**src/rtl/uart_rxt_pkg.sv**
```systemverilog
package uart_rxt_pkg;
   localparam int DATA_BITS = 8;

   typedef struct packed {
      logic                 brk;
      logic                 ferr;
      logic                 perr;
      logic [DATA_BITS-1:0] data;
   } rx_entry_t;

   typedef enum logic [2:0] {
      ST_IDLE  = 3'd0,
      ST_START = 3'd1,
      ST_DATA  = 3'd2,
      ST_PAR   = 3'd3,
      ST_STOP  = 3'd4,
      ST_MARK  = 3'd5
   } rx_state_t;
endpackage

```
**src/rtl/rxt_line_sync.sv**
```systemverilog
module rxt_line_sync #(
   parameter int STAGES = 2
) (
   input  logic clk,
   input  logic rst_n,
   input  logic din,
   output logic dout
);
   logic [STAGES-1:0] chain;

   generate
      if (STAGES < 1) begin : g_bad
         $error("rxt_line_sync: STAGES must be at least 1");
      end
      if (STAGES == 1) begin : g_one
         always_ff @(posedge clk or negedge rst_n) begin
            if (!rst_n) chain <= '1;
            else        chain <= din;
         end
      end else begin : g_many
         always_ff @(posedge clk or negedge rst_n) begin
            if (!rst_n) chain <= '1;
            else        chain <= {chain[STAGES-2:0], din};
         end
      end
   endgenerate

   assign dout = chain[STAGES-1];
endmodule

```
**src/rtl/rxt_bit_engine.sv**
```systemverilog
module rxt_bit_engine
   import uart_rxt_pkg::*;
#(
   parameter int OVS = 16
) (
   input  logic      clk,
   input  logic      rst_n,
   input  logic      tick,
   input  logic      rx_s,
   input  logic      parity_en,
   input  logic      parity_odd,
   output logic      char_valid,
   output rx_entry_t char_entry,
   output logic      line_break
);
   localparam int PW      = $clog2(OVS);
   localparam int BW      = $clog2(DATA_BITS);
   localparam logic [PW-1:0] MID  = PW'(OVS/2 - 1);
   localparam logic [PW-1:0] LAST = PW'(OVS - 1);
   localparam logic [BW-1:0] TOPB = BW'(DATA_BITS - 1);

   rx_state_t            state;
   logic [PW-1:0]        phase;
   logic [BW-1:0]        bitn;
   logic [DATA_BITS-1:0] shreg;
   logic                 pbit;
   logic                 allz;

   always_ff @(posedge clk or negedge rst_n) begin
      if (!rst_n) begin
         state      <= ST_IDLE;
         phase      <= '0;
         bitn       <= '0;
         shreg      <= '0;
         pbit       <= 1'b0;
         allz       <= 1'b0;
         char_valid <= 1'b0;
         char_entry <= '0;
         line_break <= 1'b0;
      end else begin
         char_valid <= 1'b0;
         if (tick) begin
            case (state)
               ST_IDLE: begin
                  if (!rx_s) begin
                     state <= ST_START;
                     phase <= '0;
                  end
               end
               ST_START: begin
                  if (phase == MID) begin
                     phase <= '0;
                     bitn  <= '0;
                     allz  <= 1'b1;
                     state <= rx_s ? ST_IDLE : ST_DATA;
                  end else begin
                     phase <= phase + 1'b1;
                  end
               end
               ST_DATA: begin
                  if (phase == LAST) begin
                     phase <= '0;
                     shreg <= {rx_s, shreg[DATA_BITS-1:1]};
                     allz  <= allz & ~rx_s;
                     bitn  <= bitn + 1'b1;
                     if (bitn == TOPB) state <= parity_en ? ST_PAR : ST_STOP;
                  end else begin
                     phase <= phase + 1'b1;
                  end
               end
               ST_PAR: begin
                  if (phase == LAST) begin
                     phase <= '0;
                     pbit  <= rx_s;
                     allz  <= allz & ~rx_s;
                     state <= ST_STOP;
                  end else begin
                     phase <= phase + 1'b1;
                  end
               end
               ST_STOP: begin
                  if (phase == LAST) begin
                     phase           <= '0;
                     char_valid      <= 1'b1;
                     char_entry.data <= shreg;
                     char_entry.perr <= parity_en & (^shreg ^ pbit ^ parity_odd);
                     char_entry.ferr <= ~rx_s;
                     char_entry.brk  <= allz & ~rx_s;
                     if (!rx_s) begin
                        state      <= ST_MARK;
                        line_break <= allz;
                     end else begin
                        state <= ST_IDLE;
                     end
                  end else begin
                     phase <= phase + 1'b1;
                  end
               end
               ST_MARK: begin
                  if (rx_s) begin
                     state      <= ST_IDLE;
                     line_break <= 1'b0;
                  end
               end
               default: state <= ST_IDLE;
            endcase
         end
      end
   end


   break_tag_chk: assert property (@(posedge clk) disable iff (!rst_n)
      (char_valid && char_entry.brk) |-> (char_entry.data == '0 && char_entry.ferr))
      else $error("break entry carries data or lacks framing tag");


   break_release_chk: assert property (@(posedge clk) disable iff (!rst_n)
      $fell(line_break) |-> $past(rx_s))
      else $error("line_break dropped while line low");


   start_mid_chk: assert property (@(posedge clk) disable iff (!rst_n)
      (state == ST_DATA && $past(state) == ST_START) |-> !$past(rx_s))
      else $error("start accepted with line high at mid-bit");


   mark_wait_chk: assert property (@(posedge clk) disable iff (!rst_n)
      ($past(state) == ST_MARK && state != ST_MARK) |-> $past(rx_s))
      else $error("left mark wait with line low");
endmodule

```
**src/rtl/rxt_fifo.sv**
```systemverilog
module rxt_fifo
   import uart_rxt_pkg::*;
#(
   parameter int DEPTH = 32
) (
   input  logic      clk,
   input  logic      rst_n,
   input  logic      push,
   input  rx_entry_t wr_entry,
   input  logic      pop,
   output rx_entry_t head,
   output logic      empty,
   output logic      full
);
   localparam int CW = $clog2(DEPTH + 1);

   logic [CW-1:0] count;
   logic          do_pop;
   logic          do_push;

   assign empty   = (count == '0);
   assign full    = (count == CW'(DEPTH));
   assign do_pop  = pop && !empty;
   assign do_push = push && (!full || do_pop);

   always_ff @(posedge clk or negedge rst_n) begin
      if (!rst_n)                  count <= '0;
      else if (do_push && !do_pop) count <= count + 1'b1;
      else if (do_pop && !do_push) count <= count - 1'b1;
   end

   generate
      if (DEPTH < 1) begin : g_bad_depth
         $error("rxt_fifo: DEPTH must be at least 1");
      end
      if (DEPTH == 1) begin : g_hold
         rx_entry_t slot;
         always_ff @(posedge clk or negedge rst_n) begin
            if (!rst_n)       slot <= '0;
            else if (do_push) slot <= wr_entry;
         end
         assign head = slot;
      end else begin : g_ring
         localparam int AW = $clog2(DEPTH);
         if ((1 << AW) != DEPTH) begin : g_bad_pow
            $error("rxt_fifo: DEPTH must be a power of two");
         end
         rx_entry_t     mem [DEPTH];
         logic [AW-1:0] wr_ptr;
         logic [AW-1:0] rd_ptr;
         always_ff @(posedge clk or negedge rst_n) begin
            if (!rst_n) begin
               wr_ptr <= '0;
               rd_ptr <= '0;
            end else begin
               if (do_push) wr_ptr <= wr_ptr + 1'b1;
               if (do_pop)  rd_ptr <= rd_ptr + 1'b1;
            end
         end
         always_ff @(posedge clk) begin
            if (do_push) mem[wr_ptr] <= wr_entry;
         end
         assign head = mem[rd_ptr];
      end
   endgenerate


   count_bound_chk: assert property (@(posedge clk) disable iff (!rst_n)
      count <= CW'(DEPTH))
      else $error("FIFO count above depth");


   empty_pop_chk: assert property (@(posedge clk) disable iff (!rst_n)
      (empty && pop && !push) |=> empty)
      else $error("pop of empty FIFO changed its state");
endmodule

```
**src/rtl/uart_rx_tagged.sv**
```systemverilog
module uart_rx_tagged
   import uart_rxt_pkg::*;
#(
   parameter int OVS         = 16,
   parameter int FIFO_DEPTH  = 32,
   parameter int SYNC_STAGES = 2
) (
   input  logic       clk,
   input  logic       rst_n,
   input  logic       sample_tick,
   input  logic       rx_line,
   input  logic       parity_en,
   input  logic       parity_odd,
   input  logic       read_strobe,
   input  logic       status_read,
   output logic [7:0] head_data,
   output logic       head_break,
   output logic       head_frame_err,
   output logic       head_parity_err,
   output logic       data_ready,
   output logic       overrun_flag,
   output logic       line_break
);
   generate
      if (OVS < 4 || (OVS % 2) != 0) begin : g_bad_ovs
         $error("uart_rx_tagged: OVS must be even and at least 4");
      end
   endgenerate

   logic      rx_s;
   logic      char_valid;
   rx_entry_t char_entry;
   rx_entry_t head;
   logic      fifo_empty;
   logic      fifo_full;
   logic      ovr_event;

   rxt_line_sync #(.STAGES(SYNC_STAGES)) sync_i (
      .clk  (clk),
      .rst_n(rst_n),
      .din  (rx_line),
      .dout (rx_s)
   );

   rxt_bit_engine #(.OVS(OVS)) eng_i (
      .clk       (clk),
      .rst_n     (rst_n),
      .tick      (sample_tick),
      .rx_s      (rx_s),
      .parity_en (parity_en),
      .parity_odd(parity_odd),
      .char_valid(char_valid),
      .char_entry(char_entry),
      .line_break(line_break)
   );

   rxt_fifo #(.DEPTH(FIFO_DEPTH)) fifo_i (
      .clk     (clk),
      .rst_n   (rst_n),
      .push    (char_valid),
      .wr_entry(char_entry),
      .pop     (read_strobe),
      .head    (head),
      .empty   (fifo_empty),
      .full    (fifo_full)
   );

   assign ovr_event = char_valid && fifo_full && !read_strobe;

   always_ff @(posedge clk or negedge rst_n) begin
      if (!rst_n)           overrun_flag <= 1'b0;
      else if (ovr_event)   overrun_flag <= 1'b1;
      else if (status_read) overrun_flag <= 1'b0;
   end

   assign data_ready      = !fifo_empty;
   assign head_data       = fifo_empty ? 8'h00 : head.data;
   assign head_break      = !fifo_empty && head.brk;
   assign head_frame_err  = !fifo_empty && head.ferr;
   assign head_parity_err = !fifo_empty && head.perr;


   ovr_cause_chk: assert property (@(posedge clk) disable iff (!rst_n)
      $rose(overrun_flag) |-> $past(char_valid && fifo_full))
      else $error("overrun raised without a character at a full FIFO");


   fifo_keep_chk: assert property (@(posedge clk) disable iff (!rst_n)
      (char_valid && fifo_full && !read_strobe) |=> fifo_full)
      else $error("FIFO changed on overrun");


   ovr_clear_chk: assert property (@(posedge clk) disable iff (!rst_n)
      (status_read && !(char_valid && fifo_full && !read_strobe)) |=> !overrun_flag)
      else $error("overrun not cleared by status read");


   ready_chk: assert property (@(posedge clk) disable iff (!rst_n)
      (char_valid && !fifo_full) |=> data_ready)
      else $error("stored character not reported ready");
endmodule

```
**config.mk**
```make
export PLATFORM = sky130hd
export DESIGN_NAME = uart_rx_tagged
export DESIGN_NICKNAME = d
export VERILOG_FILES = /design/src/rtl/uart_rxt_pkg.sv /design/src/rtl/rxt_line_sync.sv /design/src/rtl/rxt_bit_engine.sv /design/src/rtl/rxt_fifo.sv /design/src/rtl/uart_rx_tagged.sv
export SDC_FILE = /design/constraint.sdc
export NUM_CORES = 1
export LEC_CHECK = 0
export ABC_AREA = 1
export CAP_MARGIN = 20
export CORE_ASPECT_RATIO = 0.5
export CORE_MARGIN = 3
export CORE_UTILIZATION = 45
export DETAILED_ROUTE_END_ITERATION = 6
export DONT_BUFFER_PORTS = 1
export PLACE_DENSITY = 0.69
export SLEW_MARGIN = 20
export SYNTH_ARGS = -nofsm -noshare
export SYNTH_HDL_FRONTEND = slang
export SYNTH_SLANG_ARGS = --single-unit
```
**constraint.sdc**
```tcl
create_clock -name clk -period 3.2 [get_ports clk]
set_input_delay 0.48 -clock clk [delete_from_list [all_inputs] [get_ports clk]]
set_output_delay 0.48 -clock clk [all_outputs]
set_load 0.005 [all_outputs]
```
==> results of run 1 <==
==> registers in the layout, summed over array words and instances, names as in the netlist, 2 cells and up <==
signal and flops:
fifo_i.g_ring.mem 352, eng_i.phase 4, eng_i.char_entry 11, fifo_i.count 6, eng_i.bitn 3, fifo_i.g_ring.rd_ptr 5
eng_i.shreg 8, eng_i.state 3, sync_i.chain 2, fifo_i.g_ring.wr_ptr 5
==> timing repair <==
action                                 4_1_cts  5_1_grt
resized for setup                            0        1
hold buffers                                 3        0
endpoints found under the hold margin       53        0
setup endpoints to repair                    0       11
buffers inserted                             0        1
==> per-stage QoR <==
| step | total power, W | std cells |
|---|---|---|
| finish | 0.0151 | 2058 |
| global route | 0.0159 | 2058 |
| CTS | 0.0150 | 2057 |
| detailed placement | 0.0107 | 1986 |
| global placement | 0.0106 | 1986 |
| floorplan | 0.00947 | 1525 |
==> cells in the mapped netlist, drive strengths merged <==
cell     count
a211oi       1
a21oi       33
a22oi        1
buf         58
clkbuf      24
clkinv       3
dfrtp       50
dfstp        2
edfxtp     352
fa           1
ha          14
inv         48
mux2i        1
nand2      278
nand3      144
nand4        1
nor2       272
nor3        36
nor3b        1
o2111ai      1
o211ai       1
o21a         1
o21ai      184
o22ai        1
o31ai        1
xnor2        5
xor2        11
==> metal layers <==
metal | vias to the layer above | track usage | share of wire
met2 | 492 | 0.306 | 0.44
met4 | 0 | 0.0595 | 0.021
met3 | 64 | 0.0404 | 0.090
met5 | - | 0 | 0
li1 | 5334 | - | -
met1 | 5399 | 0.295 | 0.44
==> report_power, final <==
part | internal [W] | switching (W) | leakage [nW]
logic | 0.00144 | 0.00332 | 2.43
clock network | 0.00242 | 0.00194 | 0.577
registers | 0.00576 | 0.000189 | 4.31
total | 0.00962 | 0.00545 | 7.32
==> logic make-up after synthesis <==
family,Yosys count
adders and majority gates,15
buffers and inverters,133
AOI/OAI and AO/OA,224
and+or+nand+nor,732
muxes,1
DFF,404
xor gates and xnor gates,16
==> area by class of cell <==
class / instances / area, um^2 / area share
Multi-Input combinational cell: 988 / 4520 / 0.238
Sequential cell: 404 / 11900 / 0.627
Clock buffer: 47 / 1010 / 0.0531
Clock inverter: 21 / 179 / 0.00944
Timing Repair Buffer: 63 / 554 / 0.0293
Inverter: 51 / 198 / 0.0104
Tap cell: 484 / 606 / 0.0320
==> worst max path at each step <==
stage	end	from
after global placement	head_data[1]	fifo_i.g_ring.rd_ptr[0]
after CTS	head_data[3]	fifo_i.g_ring.rd_ptr[0]
after detailed placement	head_data[2]	fifo_i.g_ring.rd_ptr[0]
final	head_data[0]	fifo_i.g_ring.rd_ptr[0]
after global routing	head_data[3]	fifo_i.g_ring.rd_ptr[2]
after floorplan	fifo_i.count[3]	fifo_i.count[0]
==> flow_metrics.env, run 1 <==
export IMPL_status="completed"
export IMPL_worstSetupPathDepth=9
export IMPL_ys_warn_count=0
export IMPL_fillers=3052
export IMPL_crit_required_ns=2.72
export IMPL_clk_pin_slew_ns=0.07
export IMPL_num_rows=49
export IMPL_dr_first_iter_drc_count=1252
export IMPL_worst_slack_ns=0.119
export IMPL_holdWs_ns=0.0484
export IMPL_synthTopCellsByArea="edfxtp_1 (62%), dfrtp_1 (7.3%), nand2_1 (6.1%)"
export IMPL_period_needed_ns=3.08
export IMPL_synth_area_um2=17100
export IMPL_portBuffers=0
export IMPL_timing_final_crit_share=0.963
export IMPL_synthSimpleGateAreaFrac=0.176
export IMPL_cts_tree="built"
export IMPL_min_path_cells=1
export IMPL_cts_root_buf="clkbuf_16"
export IMPL_grt_pass1_vias=10700
export IMPL_postLayoutCoreUtil=0.517
export IMPL_syn_area_per_cell_um2=11.2
export IMPL_overflow=0
export IMPL_crit_family="simple AND/OR/NAND/NOR gates"
export IMPL_grt_first_pass_wirelength_um=62200
export IMPL_grt_max_degree=79
export IMPL_synth_top_family_by_area="simple AND/OR/NAND/NOR gates"
export IMPL_ant_nets=0
export IMPL_place_gp_congestion=0.866
export IMPL_htree_levels=2
export IMPL_path_class="register to output pin"
export IMPL_power_leakage_nw=7.32
export IMPL_synthDistinctLibCells=39
export IMPL_end_kind="output pin"
export IMPL_ir_drop_mv=0.681
export IMPL_die_area_um2=40400
export IMPL_hold_viol_final=0
export IMPL_synth_compound_area_frac=0.0674
export IMPL_synth_fp_nets=1548
export IMPL_cap_violations=0
export IMPL_finClkSkew_ns=0.0205
export IMPL_syn_inst=1525
export IMPL_min_to="overrun_flag"
export IMPL_tightest_slew_ns=0.981
export IMPL_rr_worst_depth=13
export IMPL_crit_buf_inv=1
export IMPL_chipWidth_um=281
export IMPL_layout_common_cells="edfxtp_1 (352), nand2_1 (277), nor2_1 (270)"
export IMPL_die_y_um=144
export IMPL_hold_class="input port to register"
export IMPL_crit_chain="buf_12 -> nor2_1 -> nor2_1 -> o21ai_0 -> nand3_1 -> nand3_1 -> nand2_1 -> nand2_1 -> nor2_1"
export IMPL_rsz0062_at_grt="false"
export IMPL_fin_setup_tns_ns=0
export IMPL_cp_slowest_stage_delay_ns=0.57
export IMPL_synth_ff_latch_count=404
export IMPL_yosysSeqAreaShare=0.696
export IMPL_pre_cts_ws_ns=0.583
export IMPL_worstHoldStart="status_read"
export IMPL_slew_limit_headroom=0.341
export IMPL_start_util=0.465
export IMPL_dpl_hpwl_um=23600
export IMPL_wl_per_cell_um=19.4
export IMPL_viasPerCell=5.49
export IMPL_fmax_mhz=325
export IMPL_synthAdderAreaFrac=0.0114
export IMPL_clk_latency_ns=0.54
export IMPL_clock_path_buffers=3
export IMPL_rrSetupSlack_ns=0.59
export IMPL_synth_mux_area_frac=0.000587
export IMPL_antenna_found_initial=0
export IMPL_placed_cell_area_um2=17700
export IMPL_grt_use_total=0.201
export IMPL_cts_made_buffers=38
export IMPL_slowest_stage="dfrtp_4"
export IMPL_yosysTopAreaCell="edfxtp_1"
export IMPL_antenna_diode_count=0
export IMPL_cts_sinks=404
export IMPL_synth_top_area_share=0.620
export IMPL_drc=0
export IMPL_area_delta_synth_final_pct=11.1
export IMPL_top_level_ports=22
export IMPL_critPathLaunchType="register"
export IMPL_r2r_start="fifo_i.count[2]"
export IMPL_core_um2=36700
export IMPL_arrival_ns=2.60
export IMPL_power_density_nw_per_um2=796
export IMPL_crit_top_cell="nor2_1"
export IMPL_vias=11300
export IMPL_final_nets=1569
export IMPL_layout_drive_gt1_share=0.0864
export IMPL_worstPathMaxFanout=76
export IMPL_synthXorXnorAreaFrac=0.00821
export IMPL_finalInstanceArea_um2=18900
export IMPL_reg2reg_to="fifo_i.count[3]"
export IMPL_setup_viol=0
export IMPL_slew_viol_final=0
export IMPL_drtPass1Iterations=6
export IMPL_routed_wl_um=39900
export IMPL_final_common_cell="edfxtp_1"
No activity file was read; power rests on OpenSTA's default activity.
==> run 2, diff against run 1 <==
--- a/config.mk
+++ b/config.mk
@@ -6,13 +6,12 @@
 export NUM_CORES = 1
 export LEC_CHECK = 0
 export ABC_AREA = 1
-export CAP_MARGIN = 20
 export CORE_ASPECT_RATIO = 0.5
 export CORE_MARGIN = 3
-export CORE_UTILIZATION = 45
+export CORE_UTILIZATION = 60
 export DETAILED_ROUTE_END_ITERATION = 6
 export DONT_BUFFER_PORTS = 1
-export PLACE_DENSITY = 0.69
+export PLACE_DENSITY = 0.85
 export SLEW_MARGIN = 20
 export SYNTH_ARGS = -nofsm -noshare
 export SYNTH_HDL_FRONTEND = slang
==> run 2 against run 1 <==
  * Wire length grew 1.5%
  * Cell area shrank 0.76%
  * Critical endpoint is now head_parity_err
  * Largest power group unchanged
  * First-iteration DRC count grew 42%
  * Critical path type unchanged
  * Clock power grew 4%
  * Hold slack gained 0.014 ns
  * Cell count shrank 5.9%
  * Highest routed layer unchanged
==> flow_metrics.env, run 2 (synthesis gave the netlist of run 1 again) <==
export IMPL_grt_first_pass_wirelength_um=63900
export IMPL_num_rows=42
export IMPL_power_density_nw_per_um2=817
export IMPL_dr_first_iter_drc_count=1772
export IMPL_final_common_cell="edfxtp_1"
export IMPL_wl_per_cell_um=20.9
export IMPL_p_sw_w=0.00548
export IMPL_grt_max_degree=133
export IMPL_fmax_mhz=328
export IMPL_multiInputGateArea_um2=4500
export IMPL_ir_drop_mv=0.636
export IMPL_slew_viol_final=0
export IMPL_p_sw_frac=0.357
export IMPL_layout_drive_gt1_share=0.0826
export IMPL_portBuffers=0
export IMPL_setup_viol=0
export IMPL_final_nets=1559
export IMPL_worstHoldStart="status_read"
export IMPL_reg2reg_to="fifo_i.count[4]"
export IMPL_end_kind="output pin"
export IMPL_pwr_share_comb=0.319
export IMPL_status="completed"
export IMPL_tightest_slew_ns=0.882
export IMPL_power_leakage_nw=7.30
export IMPL_fin_setup_tns_ns=0
export IMPL_start_util=0.628
export IMPL_crit_required_ns=2.72
export IMPL_rrSetupSlack_ns=0.38
export IMPL_cts_root_buf="clkbuf_16"
export IMPL_cts_setup_buffers=0
export IMPL_grt_pass1_vias=11900
export IMPL_vias=12000
export IMPL_worstPathMaxFanout=132
export IMPL_cts_tree="built"
export IMPL_drtPass1Iterations=5
export IMPL_critPathLaunchType="register"
export IMPL_hold_viol_final=0
export IMPL_rr_worst_depth=14
export IMPL_antenna_found_initial=0
export IMPL_total_power_w=0.0154
export IMPL_rsz0062_at_grt="false"
export IMPL_power_share_sequential=0.385
export IMPL_slew_limit_headroom=0.408
export IMPL_p_int_w=0.00987
export IMPL_period_needed_ns=3.05
export IMPL_cts_made_buffers=35
export IMPL_path_class="register to output pin"
export IMPL_clk_pin_slew_ns=0.07
export IMPL_area_delta_synth_final_pct=10.2
export IMPL_routed_wl_um=40500
export IMPL_cts_sinks=404
export IMPL_timing_final_crit_share=0.953
export IMPL_top_register="fifo_i.g_ring.mem"
export IMPL_antenna_diode_count=0
export IMPL_hold_class="input port to register"
export IMPL_clk_latency_ns=0.53
export IMPL_viasPerCell=6.18
export IMPL_overflow=0
export IMPL_chipWidth_um=244
export IMPL_top_level_ports=22
export IMPL_top_regs="fifo_i.g_ring.mem (352), eng_i.char_entry (11), eng_i.shreg (8)"
export IMPL_drc=0
export IMPL_grt_use_total=0.267
export IMPL_dpl_hpwl_um=23400
export IMPL_ant_nets=0
export IMPL_fillers=1698
export IMPL_die_area_um2=30600
export IMPL_finClkSkew_ns=0.0178
export IMPL_min_path_cells=1
export IMPL_place_gp_congestion=0.945
export IMPL_largest_reg_flops=352
export IMPL_min_to="overrun_flag"
export IMPL_arrival_ns=2.57
export IMPL_layout_common_cells="edfxtp_1 (352), nand2_1 (277), nor2_1 (270)"
export IMPL_seqCellArea_um2=11900
export IMPL_die_y_um=125
export IMPL_r2r_start="fifo_i.count[2]"
export IMPL_clock_path_buffers=3
export IMPL_cap_violations=0
export IMPL_htree_levels=2
export IMPL_clkPwrFrac=0.296
export IMPL_core_um2=27200
[run 2: power by group through the flow]
stage                     clock [W]  sequential, W  combinational (W)
after floorplan                   0        0.00594            0.00353
after global placement            0        0.00601            0.00440
after detailed placement          0        0.00602            0.00461
after CTS                   0.00455        0.00591            0.00475
after global routing        0.00477        0.00592            0.00534
final                       0.00455        0.00591            0.00490
[run 2: what timing repair did]
| action | in CTS | in global routing |
|---|---|---|
| hold endpoints to repair | 53 | 0 |
| endpoints found under the setup margin | 0 | 1 |
| hold buffers | 3 | 0 |
| resized for setup | 0 | 1 |
[run 2: layout make-up]
| type | instances | share of cell area |
|---|---|---|
| clock buffer | 45 | 0.0530 |
| clock inverter | 18 | 0.0126 |
| inverter | 51 | 0.0105 |
| multi-input combinational | 988 | 0.239 |
| sequential | 404 | 0.632 |
| tap | 374 | 0.0249 |
| timing repair buffer | 56 | 0.0274 |
[run 2: worst max-delay path by stage]
stage / startpoint / endpoint / slack, ns / cells past startpoint
after detailed placement: fifo_i.count[2] / fifo_i.count[3] / 0.45 / 13
final: fifo_i.g_ring.rd_ptr[0] / head_parity_err / 0.15 / 9
after CTS: fifo_i.g_ring.rd_ptr[2] / head_frame_err / 0.18 / 7
after global placement: fifo_i.count[2] / fifo_i.count[3] / 0.74 / 13
after global routing: fifo_i.g_ring.rd_ptr[2] / head_data[5] / 0.04 / 7
after floorplan: fifo_i.count[0] / fifo_i.count[3] / 0.83 / 13
[run 2: critical path: stages, from the launching register on]
cell	delay (ns)
dfrtp_4	0.46
buf_12	0.46
nor2_1	0.12
nor2_1	0.13
o21ai_0	0.11
o21ai_1	0.11
nand2_1	0.08
nand3_1	0.17
nor2_1	0.09
nor2_1	0.22
[run 2: metal layers]
layer  part of all wire  global-route usage
met1               0.37               0.367
met2               0.46               0.423
met3               0.13              0.0603
met4              0.036               0.100
met5                  0                   0
[run 2: through the flow]
step / setup WS [ns] / cells / utilization / hold WS [ns] / cell area (um^2)
after floorplan: 0.829 / 1525 / - / 0.184 / 17100
after global placement: 0.741 / 1869 / 0.643 / 0.186 / 17500
after detailed placement: 0.452 / 1869 / 0.643 / 0.186 / 17500
after CTS: 0.183 / 1935 / 0.690 / 0.0576 / 18800
after global routing: 0.0390 / 1936 / 0.692 / 0.0656 / 18800
final: 0.151 / 1936 / 0.692 / 0.0625 / 18800
